File: src/rtl/rfb_pkg.sv
package rfb_pkg;

    // coordinate selector for one axis of a corner point
    typedef enum logic [1:0] {
        CO_ZERO = 2'd0,
        CO_ONE  = 2'd1,
        CO_MAX  = 2'd2
    } coord_e;

    typedef struct packed {
        coord_e x;
        coord_e y;
    } pt_t;

    // points that define one scan order
    typedef struct packed {
        pt_t top;
        pt_t bot;
        pt_t e_src;
        pt_t e_dst;
        pt_t f_src;
        pt_t f_dst;
    } scan_plan_t;

    typedef enum logic [2:0] {
        ST_IDLE  = 3'd0,
        ST_CHECK = 3'd1,
        ST_PITCH = 3'd2,
        ST_XSPAN = 3'd3,
        ST_YSPAN = 3'd4,
        ST_FINAL = 3'd5
    } state_e;

endpackage

File: src/rtl/rfb_mul.sv
module rfb_mul #(
    parameter int A_W = 12,
    parameter int B_W = 16,
    localparam int P_W = A_W + B_W
) (
    input  logic [A_W-1:0] a,
    input  logic [B_W-1:0] b,
    output logic [P_W-1:0] p
);
    logic [P_W-1:0] a_x;
    logic [P_W-1:0] b_x;

    assign a_x = P_W'(a);
    assign b_x = P_W'(b);
    assign p   = a_x * b_x;
endmodule

File: src/rtl/rfb_scan_order.sv
module rfb_scan_order
    import rfb_pkg::*;
(
    input  logic [1:0] quad,
    input  logic       mirror,
    output scan_plan_t plan,
    output logic       swap_dims
);
    function automatic pt_t pt(input coord_e x, input coord_e y);
        pt_t r;
        r.x = x;
        r.y = y;
        return r;
    endfunction

    function automatic scan_plan_t mk(input pt_t t, input pt_t b,
                                      input pt_t es, input pt_t ed,
                                      input pt_t fs, input pt_t fd);
        scan_plan_t r;
        r.top   = t;
        r.bot   = b;
        r.e_src = es;
        r.e_dst = ed;
        r.f_src = fs;
        r.f_dst = fd;
        return r;
    endfunction

    assign swap_dims = quad[0];

    always_comb begin
        unique case ({quad, mirror})
            3'b00_0: plan = mk(pt(CO_ZERO, CO_ZERO), pt(CO_MAX,  CO_MAX),
                               pt(CO_ZERO, CO_ZERO), pt(CO_ONE,  CO_ZERO),
                               pt(CO_MAX,  CO_ZERO), pt(CO_ZERO, CO_ONE));
            3'b00_1: plan = mk(pt(CO_MAX,  CO_ZERO), pt(CO_ZERO, CO_MAX),
                               pt(CO_ONE,  CO_ZERO), pt(CO_ZERO, CO_ZERO),
                               pt(CO_ZERO, CO_ZERO), pt(CO_MAX,  CO_ONE));
            3'b01_0: plan = mk(pt(CO_ZERO, CO_MAX),  pt(CO_MAX,  CO_ZERO),
                               pt(CO_ZERO, CO_ONE),  pt(CO_ZERO, CO_ZERO),
                               pt(CO_ZERO, CO_ZERO), pt(CO_ONE,  CO_MAX));
            3'b01_1: plan = mk(pt(CO_MAX,  CO_MAX),  pt(CO_ZERO, CO_ZERO),
                               pt(CO_ZERO, CO_ONE),  pt(CO_ZERO, CO_ZERO),
                               pt(CO_ONE,  CO_ZERO), pt(CO_ZERO, CO_MAX));
            3'b10_0: plan = mk(pt(CO_MAX,  CO_MAX),  pt(CO_ZERO, CO_ZERO),
                               pt(CO_ONE,  CO_ZERO), pt(CO_ZERO, CO_ZERO),
                               pt(CO_ZERO, CO_ONE),  pt(CO_MAX,  CO_ZERO));
            3'b10_1: plan = mk(pt(CO_ZERO, CO_MAX),  pt(CO_MAX,  CO_ZERO),
                               pt(CO_ZERO, CO_ZERO), pt(CO_ONE,  CO_ZERO),
                               pt(CO_MAX,  CO_ONE),  pt(CO_ZERO, CO_ZERO));
            3'b11_0: plan = mk(pt(CO_MAX,  CO_ZERO), pt(CO_ZERO, CO_MAX),
                               pt(CO_ZERO, CO_ZERO), pt(CO_ZERO, CO_ONE),
                               pt(CO_ONE,  CO_MAX),  pt(CO_ZERO, CO_ZERO));
            default: plan = mk(pt(CO_ZERO, CO_ZERO), pt(CO_MAX,  CO_MAX),
                               pt(CO_ZERO, CO_ZERO), pt(CO_ZERO, CO_ONE),
                               pt(CO_ZERO, CO_MAX),  pt(CO_ONE,  CO_ZERO));
        endcase
    end
endmodule

File: src/rtl/rfb_corner_math.sv
module rfb_corner_math
    import rfb_pkg::*;
#(
    parameter int ADDR_W  = 32,
    parameter int PITCH_W = 16,
    parameter int OFF_W   = 28,
    parameter int STEP_W  = 32
) (
    input  logic [ADDR_W-1:0]        base,
    input  logic [PITCH_W-1:0]       xs,
    input  logic [PITCH_W-1:0]       xw,
    input  logic [PITCH_W-1:0]       rp,
    input  logic [OFF_W-1:0]         yh,
    input  logic [1:0]               esh,
    input  logic                     bump,
    input  scan_plan_t               plan,
    output logic [ADDR_W-1:0]        top,
    output logic [ADDR_W-1:0]        bot,
    output logic signed [STEP_W-1:0] estep,
    output logic signed [STEP_W-1:0] fstep
);
    localparam int BYTE_W = OFF_W + 2;

    // element offset of one corner: x part plus y part
    function automatic logic [OFF_W-1:0] offset_of(
        input pt_t p, input logic [PITCH_W-1:0] x1, input logic [PITCH_W-1:0] xm,
        input logic [PITCH_W-1:0] y1, input logic [OFF_W-1:0] ym);
        logic [OFF_W-1:0] xo;
        logic [OFF_W-1:0] yo;
        case (p.x)
            CO_ONE:  xo = OFF_W'(x1);
            CO_MAX:  xo = OFF_W'(xm);
            default: xo = '0;
        endcase
        case (p.y)
            CO_ONE:  yo = OFF_W'(y1);
            CO_MAX:  yo = ym;
            default: yo = '0;
        endcase
        return xo + yo;
    endfunction

    function automatic logic signed [STEP_W-1:0] step_of(
        input logic [OFF_W-1:0] s, input logic [OFF_W-1:0] d, input logic [1:0] sh);
        logic signed [STEP_W-1:0] ds;
        logic signed [STEP_W-1:0] dd;
        logic signed [STEP_W-1:0] delta;
        logic signed [STEP_W-1:0] esz;
        ds    = $signed(STEP_W'(s));
        dd    = $signed(STEP_W'(d));
        delta = (dd - ds) <<< sh;
        esz   = $signed(STEP_W'(1) << sh);
        return delta - esz + $signed(STEP_W'(1));
    endfunction

    logic [OFF_W-1:0]  o_top, o_bot, o_es, o_ed, o_fs, o_fd;
    logic [BYTE_W-1:0] b_top, b_bot;

    assign o_top = offset_of(plan.top,   xs, xw, rp, yh);
    assign o_bot = offset_of(plan.bot,   xs, xw, rp, yh);
    assign o_es  = offset_of(plan.e_src, xs, xw, rp, yh);
    assign o_ed  = offset_of(plan.e_dst, xs, xw, rp, yh);
    assign o_fs  = offset_of(plan.f_src, xs, xw, rp, yh);
    assign o_fd  = offset_of(plan.f_dst, xs, xw, rp, yh);

    assign b_top = BYTE_W'(o_top) << esh;
    assign b_bot = BYTE_W'(o_bot) << esh;

    assign top   = base + ADDR_W'(b_top);
    assign bot   = base + ADDR_W'(b_bot) + (bump ? ADDR_W'(2) : ADDR_W'(0));
    assign estep = step_of(o_es, o_ed, esh);
    assign fstep = step_of(o_fs, o_fd, esh);
endmodule

File: src/rtl/rfb_param_calc.sv
module rfb_param_calc
    import rfb_pkg::*;
#(
    parameter int ADDR_W  = 32,
    parameter int DIM_W   = 12,
    parameter int SCALE_W = 4,
    localparam int STEP_W = 2 * DIM_W + SCALE_W + 4
) (
    input  logic                     clk,
    input  logic                     rst_n,
    input  logic                     start,
    input  logic [ADDR_W-1:0]        base_addr,
    input  logic [1:0]               elem_code,
    input  logic [DIM_W-1:0]         width,
    input  logic [DIM_W-1:0]         height,
    input  logic [DIM_W-1:0]         virt_width,
    input  logic [SCALE_W-1:0]       x_scale,
    input  logic [SCALE_W-1:0]       y_scale,
    input  logic [2:0]               rot_code,
    input  logic                     mirror,
    input  logic                     legacy_mode,
    output logic                     busy,
    output logic                     done,
    output logic                     err_geom,
    output logic                     err_mode,
    output logic [ADDR_W-1:0]        top_addr,
    output logic [ADDR_W-1:0]        bottom_addr,
    output logic [DIM_W-1:0]         elem_count,
    output logic [DIM_W-1:0]         frame_count,
    output logic signed [STEP_W-1:0] elem_step,
    output logic signed [STEP_W-1:0] frame_step
);
    localparam int PITCH_W = DIM_W + SCALE_W;
    localparam int OFF_W   = 2 * DIM_W + SCALE_W;

    state_e state, state_nx;

    // latched request
    logic [ADDR_W-1:0]  base_q;
    logic [1:0]         esc_q;
    logic [DIM_W-1:0]   w_q, h_q, vw_q;
    logic [SCALE_W-1:0] xs_q, ys_q;
    logic [2:0]         rot_q;
    logic               mir_q, leg_q;

    // products
    logic [PITCH_W-1:0] rp_q, xw_q;
    logic [OFF_W-1:0]   yh_q;

    logic [DIM_W-1:0]   mul_a;
    logic [PITCH_W-1:0] mul_b;
    logic [OFF_W-1:0]   mul_p;

    logic               geom_bad, mode_bad, bump;
    scan_plan_t         plan;
    logic               swap_dims;
    logic [ADDR_W-1:0]  calc_top, calc_bot;
    logic signed [STEP_W-1:0] calc_es, calc_fs;

    assign busy     = (state != ST_IDLE);
    assign geom_bad = (vw_q < w_q) || (w_q == '0) || (h_q == '0);
    assign mode_bad = rot_q[2] || (esc_q == 2'd3);
    assign bump     = leg_q && (esc_q == 2'd2) && (rot_q[1:0] == 2'd0) && !mir_q;

    // one multiplier, operands chosen by state
    always_comb begin
        unique case (state)
            ST_PITCH: begin mul_a = vw_q;               mul_b = PITCH_W'(ys_q); end
            ST_XSPAN: begin mul_a = w_q - DIM_W'(1);    mul_b = PITCH_W'(xs_q); end
            ST_YSPAN: begin mul_a = h_q - DIM_W'(1);    mul_b = rp_q;           end
            default:  begin mul_a = '0;                 mul_b = '0;             end
        endcase
    end

    rfb_mul #(.A_W(DIM_W), .B_W(PITCH_W)) u_mul (
        .a (mul_a),
        .b (mul_b),
        .p (mul_p)
    );

    rfb_scan_order u_order (
        .quad      (rot_q[1:0]),
        .mirror    (mir_q),
        .plan      (plan),
        .swap_dims (swap_dims)
    );

    rfb_corner_math #(
        .ADDR_W (ADDR_W), .PITCH_W(PITCH_W), .OFF_W(OFF_W), .STEP_W(STEP_W)
    ) u_math (
        .base  (base_q),
        .xs    (PITCH_W'(xs_q)),
        .xw    (xw_q),
        .rp    (rp_q),
        .yh    (yh_q),
        .esh   (esc_q),
        .bump  (bump),
        .plan  (plan),
        .top   (calc_top),
        .bot   (calc_bot),
        .estep (calc_es),
        .fstep (calc_fs)
    );

    // state register
    always_ff @(posedge clk or negedge rst_n) begin
        if (!rst_n) state <= ST_IDLE;
        else        state <= state_nx;
    end

    // transitions
    always_comb begin
        state_nx = state;
        unique case (state)
            ST_IDLE:  if (start) state_nx = ST_CHECK;
            ST_CHECK: state_nx = (geom_bad || mode_bad) ? ST_IDLE : ST_PITCH;
            ST_PITCH: state_nx = ST_XSPAN;
            ST_XSPAN: state_nx = ST_YSPAN;
            ST_YSPAN: state_nx = ST_FINAL;
            ST_FINAL: state_nx = ST_IDLE;
            default:  state_nx = ST_IDLE;
        endcase
    end

    // datapath and outputs
    always_ff @(posedge clk or negedge rst_n) begin
        if (!rst_n) begin
            base_q <= '0; esc_q <= '0; w_q <= '0; h_q <= '0; vw_q <= '0;
            xs_q <= '0; ys_q <= '0; rot_q <= '0; mir_q <= 1'b0; leg_q <= 1'b0;
            rp_q <= '0; xw_q <= '0; yh_q <= '0;
            done <= 1'b0; err_geom <= 1'b0; err_mode <= 1'b0;
            top_addr <= '0; bottom_addr <= '0;
            elem_count <= '0; frame_count <= '0;
            elem_step <= '0; frame_step <= '0;
        end else begin
            done <= 1'b0;
            unique case (state)
                ST_IDLE: if (start) begin
                    base_q   <= base_addr;
                    esc_q    <= elem_code;
                    w_q      <= width;
                    h_q      <= height;
                    vw_q     <= (virt_width == '0) ? width : virt_width;
                    xs_q     <= (x_scale == '0) ? SCALE_W'(1) : x_scale;
                    ys_q     <= (y_scale == '0) ? SCALE_W'(1) : y_scale;
                    rot_q    <= rot_code;
                    mir_q    <= mirror;
                    leg_q    <= legacy_mode;
                    err_geom <= 1'b0;
                    err_mode <= 1'b0;
                end
                ST_CHECK: begin
                    err_geom <= geom_bad;
                    err_mode <= mode_bad;
                    done     <= geom_bad || mode_bad;
                end
                ST_PITCH: rp_q <= mul_p[PITCH_W-1:0];
                ST_XSPAN: xw_q <= mul_p[PITCH_W-1:0];
                ST_YSPAN: yh_q <= mul_p;
                ST_FINAL: begin
                    top_addr    <= calc_top;
                    bottom_addr <= calc_bot;
                    elem_count  <= swap_dims ? h_q : w_q;
                    frame_count <= swap_dims ? w_q : h_q;
                    elem_step   <= calc_es;
                    frame_step  <= calc_fs;
                    done        <= 1'b1;
                end
                default: ;
            endcase
        end
    end

    AST_DONE_PULSE: assert property (@(posedge clk) disable iff (!rst_n)
        done |=> !done);
    AST_DONE_IDLE: assert property (@(posedge clk) disable iff (!rst_n)
        done |-> !busy);
    AST_HOLD_RESULTS: assert property (@(posedge clk) disable iff (!rst_n)
        (!busy && !start) |=> ($stable(top_addr) && $stable(bottom_addr) &&
                               $stable(elem_step) && $stable(frame_step) &&
                               $stable(err_geom) && $stable(err_mode)));
    AST_GEOM_KEEP: assert property (@(posedge clk) disable iff (!rst_n)
        (done && err_geom) |-> ($stable(top_addr) && $stable(bottom_addr) &&
                                $stable(frame_step)));
    AST_MODE_KEEP: assert property (@(posedge clk) disable iff (!rst_n)
        (done && err_mode) |-> ($stable(top_addr) && $stable(bottom_addr) &&
                                $stable(elem_step)));
    AST_COUNT_PAIR: assert property (@(posedge clk) disable iff (!rst_n)
        (done && !err_geom && !err_mode) |->
            ((elem_count == w_q && frame_count == h_q) ||
             (elem_count == h_q && frame_count == w_q)));
endmodule

File: config.mk
export PLATFORM = sky130hd
export DESIGN_NAME = rfb_param_calc
export DESIGN_NICKNAME = d
export VERILOG_FILES = /design/src/rtl/rfb_pkg.sv /design/src/rtl/rfb_mul.sv /design/src/rtl/rfb_scan_order.sv /design/src/rtl/rfb_corner_math.sv /design/src/rtl/rfb_param_calc.sv
export SDC_FILE = /design/constraint.sdc
export NUM_CORES = 2
export LEC_CHECK = 0
export BUFFER_PORTS_ARGS = -buffer_cell sky130_fd_sc_hd__buf_2
export CAP_MARGIN = 20
export CORE_UTILIZATION = 45
export DETAILED_ROUTE_END_ITERATION = 8
export GPL_TIMING_DRIVEN = 0
export MAX_ROUTING_LAYER = met4
export SLEW_MARGIN = 15
export SYNTH_ARGS = -nofsm -noshare
export SYNTH_HDL_FRONTEND = slang
export SYNTH_SLANG_ARGS = --single-unit
File: constraint.sdc
create_clock -name clk -period 13.14 [get_ports clk]
set_input_delay 0 -clock clk [delete_from_list [all_inputs] [get_ports clk]]
set_output_delay 0 -clock clk [all_outputs]
set_load 0.02 [all_outputs]
==> impl_metrics.csv <==
group,metric,value,unit
clock_network,clk_pin_slew,0.06,ns
worst_setup_path,path_class,"reg2reg",
placed_design,portBuffers,241,
clock_network,htreeDepth,2,
worst_setup_path,worst-path-buf-inv,6,
floorplan,die_h,280,µm
synthesis,async_flop_share,100,%
worst_setup_path,cp.arrival,11.38,ns
timing,tightest_slew,1.20,ns
synthesis,syn_inst,4277,
layout,fin_cells,5712,
placed_design,pre_cts_ws,2.24,ns
placed_design,dp_hpwl,99400,µm
clock_network,cts_resized,0,
floorplan,dieWidth,280,µm
timing,drv_slew,0,
synthesis,synth_top_flop_cell,"dfrtp_1",
worst_setup_path,cp_slowest_cell,"a211oi_1",
clock_network,cts_tree,"yes",
layout,multi_input_comb_area,25300,µm²
global_route,grt_pass1_vias,31300,
timing,final.min_clock_period,10.93,ns
floorplan,io_pins,242,
run,cap_violations,0,
worst_setup_path,required,13.59,ns
synthesis,yosysUniqueCellTypes,91,
global_route,grt_max_degree,93,
layout,synthToLayoutAreaGrowth,13.6,%
clock_network,post_cts_buffers,0,
clock_network,cts_made_buffers,37,
route,drt_wl_total,121000,µm
synthesis,synth_seq_area_share,21.6,%
layout,register_area,7530,µm²
route,vias_per_cell,5.63,
global_route,antenna_found_initial,2,
route,wl_per_cell,21.2,µm
floorplan,start_util,45.7,%
layout,num-fill-cells,7560,
global_route,track_usage,31.5,%
timing,setup_ws,2.21,ns
synthesis,synth_top_area_cell,"dfrtp_1",
worst_setup_path,cpPeakStageDelay,0.50,ns
timing,hold_slack,0.182,ns
worst_setup_path,crit_path_start_kind,"register",
synthesis,yosys.area.top_type_share,21.6,%
timing,timing.final.crit_share,83.2,%
timing,finalHoldViolations,0,
layout,drive_gt1_share,9.64,%
synthesis,synth_nets,4876,
status,status,"completed",
synthesis,synth_top_cells_by_area,"dfrtp_1, ha_1, fa_1",
global_route,grt_pass1_wl,185000,µm
worst_setup_path,critPathMaxFanout,10,
layout,nets,5252,
hold_path,min_path_type,"in2reg",
placed_design,dp_cells,5553,
worst_setup_path,r2r_slack,2.21,ns
global_route,overflow,0,
timing,rsz0062_at_grt,"no",
floorplan,core_area,76200,µm²
route,dr.pass1.iters,5,
synthesis,ys_seq_elements,301,
floorplan,row_count,101,
timing,final.setup.tns,0,ns
route,detail-route-antenna-nets,0,
floorplan,die-area,78500,µm²
timing,slew_headroom,20.2,%
worst_setup_path,end_kind,"register",
timing,clock.fmax,0.0915,GHz
timing,finClkSkew,0.0534,ns
synthesis,yosys_warnings,0,
worst_setup_path,critPathTopFamily,"compound AO/OA/AOI/OAI gates",
clock_network,clk_path_buf_depth,3,
clock_network,cts_root_buf,"clkbuf_16",
synthesis,syn_avg_cell_area,8.14,µm²
route,via_count,32100,
timing,setup_violations,0,
route,drc,0,
clock_network,clkSinkCount,301,
synthesis,syn_area,34800,µm²
clock_network,clk_latency,0.59,ns
synthesis,synth_edf_count,0,
route,drt_iter0_drc,2328,
placed_design,gp_congestion,1.01,
-- tightest hold or removal path, delay by kind of cell --
| family | cells | cell delay [ns] |
|---|---|---|
| buf+inv | 2 | 0.61 |
| mux | 1 | 0.12 |
-- what timing repair did --
action / CTS / global route
hold buffers: 89 / 0
setup endpoints to repair: 0 / 0
hold endpoints to repair: 239 / 0
-- per-stage QoR --
stage / cell area [µm²] / util [%]
floorplan: 34800 / -
global placement: 37300 / 49.0
detailed placement: 37400 / 49.1
CTS: 39500 / 51.9
global route: 39500 / 51.9
finish: 39500 / 51.9
-- logic make-up (layout without fill, tap and decap cells) --
logic type / Yosys count / in the layout / synth area share (%)
AOI/OAI and AO/OA: 1063 / 1063 / 19.4
xor gates and xnor gates: 266 / 266 / 6.69
adders and majority gates: 513 / 513 / 21.7
buffers and inverters: 515 / 917 / 5.69
DFF: 301 / 301 / 21.6
muxes: 207 / 207 / 6.27
other: 0 / 3 / 0
and+or+nand+nor: 1412 / 1412 / 18.6
-- final cells by class --
type | count | share of cell area [%]
inverter | 313 | 2.97
sequential | 301 | 19.0
antenna | 3 | 0.0190
clock buffer | 51 | 2.63
clock inverter | 14 | 0.427
buffer | 202 | 2.03
tap | 1030 | 3.26
timing repair buffer | 337 | 5.63
multi-input combinational | 3461 | 64.0
-- synth_stat cells (14+ instances only) --
library cell,count
nand4_1,14
o211ai_1,23
ha_1,360
dfrtp_1,301
o21a_1,45
a31oi_1,36
a22oi_1,46
o22ai_1,14
mux2i_1,118
or3_1,27
o21bai_1,48
o31ai_1,23
a21o_1,100
nor2_1,318
and3_1,57
buf_1,33
nor4_1,16
and2_1,128
inv_1,311
fa_1,153
a21oi_1,237
nand2b_1,46
o21ai_0,322
nand2_1,594
clkbuf_1,163
xor2_1,107
a21boi_0,14
xnor2_1,159
nor2b_1,30
nand3_1,69
nor3_1,60
a211oi_1,24
mux2_2,89
-- routing by layer --
| layer | routed length (µm) | track usage (%) |
|---|---|---|
| met3 | 6380 | 3.91 |
| met2 | 57100 | 51.8 |
| met5 | 0 | - |
| met4 | 3910 | 9.53 |
| met1 | 53700 | 40.4 |
-- final timing paths --
kind	startpoint	to	cells past startpoint
min in group asynchronous	rst_n	elem_step[22]$_DFFE_PN0P_	3
min	height[3]	h_q[3]$_DFFE_PN0P_	3
max in group asynchronous	rst_n	yh_q[13]$_DFFE_PN0N_	6
max reg2reg	rot_q[0]$_DFFE_PN0P_	frame_step[31]$_DFFE_PN0P_	43
max	rot_q[0]$_DFFE_PN0P_	frame_step[31]$_DFFE_PN0P_	43
min reg2reg	frame_step[12]$_DFFE_PN0P_	frame_step[12]$_DFFE_PN0P_	2
-- sequential cells by signal (all words and copies together), names as in the netlist, 16 cells and up --
| register | count |
|---|---|
| base_q | 32 |
| bottom_addr | 32 |
| elem_step | 32 |
| frame_step | 32 |
| top_addr | 32 |
| yh_q | 28 |
| rp_q | 16 |
| xw_q | 16 |
-- cells in the final DEF (no fill, tap or decap), types with 45 or more instances in the layout --
cell	count
inv_1	311
dlygate4sd3_1	89
o21a_1	45
fa_1	153
and3_1	57
dfrtp_1	301
xor2_1	107
xnor2_1	159
o21ai_0	322
nor3_1	60
ha_1	360
nand3_1	69
nand2_1	594
a22oi_1	46
and2_1	128
clkbuf_1	171
nor2_1	317
mux2_2	89
a21o_1	100
o21bai_1	48
a21oi_1	237
mux2i_1	118
nand2b_1	46
buf_2	241
Power is not shown: default switching activity piles up to over one toggle a cycle in this logic, so the estimate is an artifact.
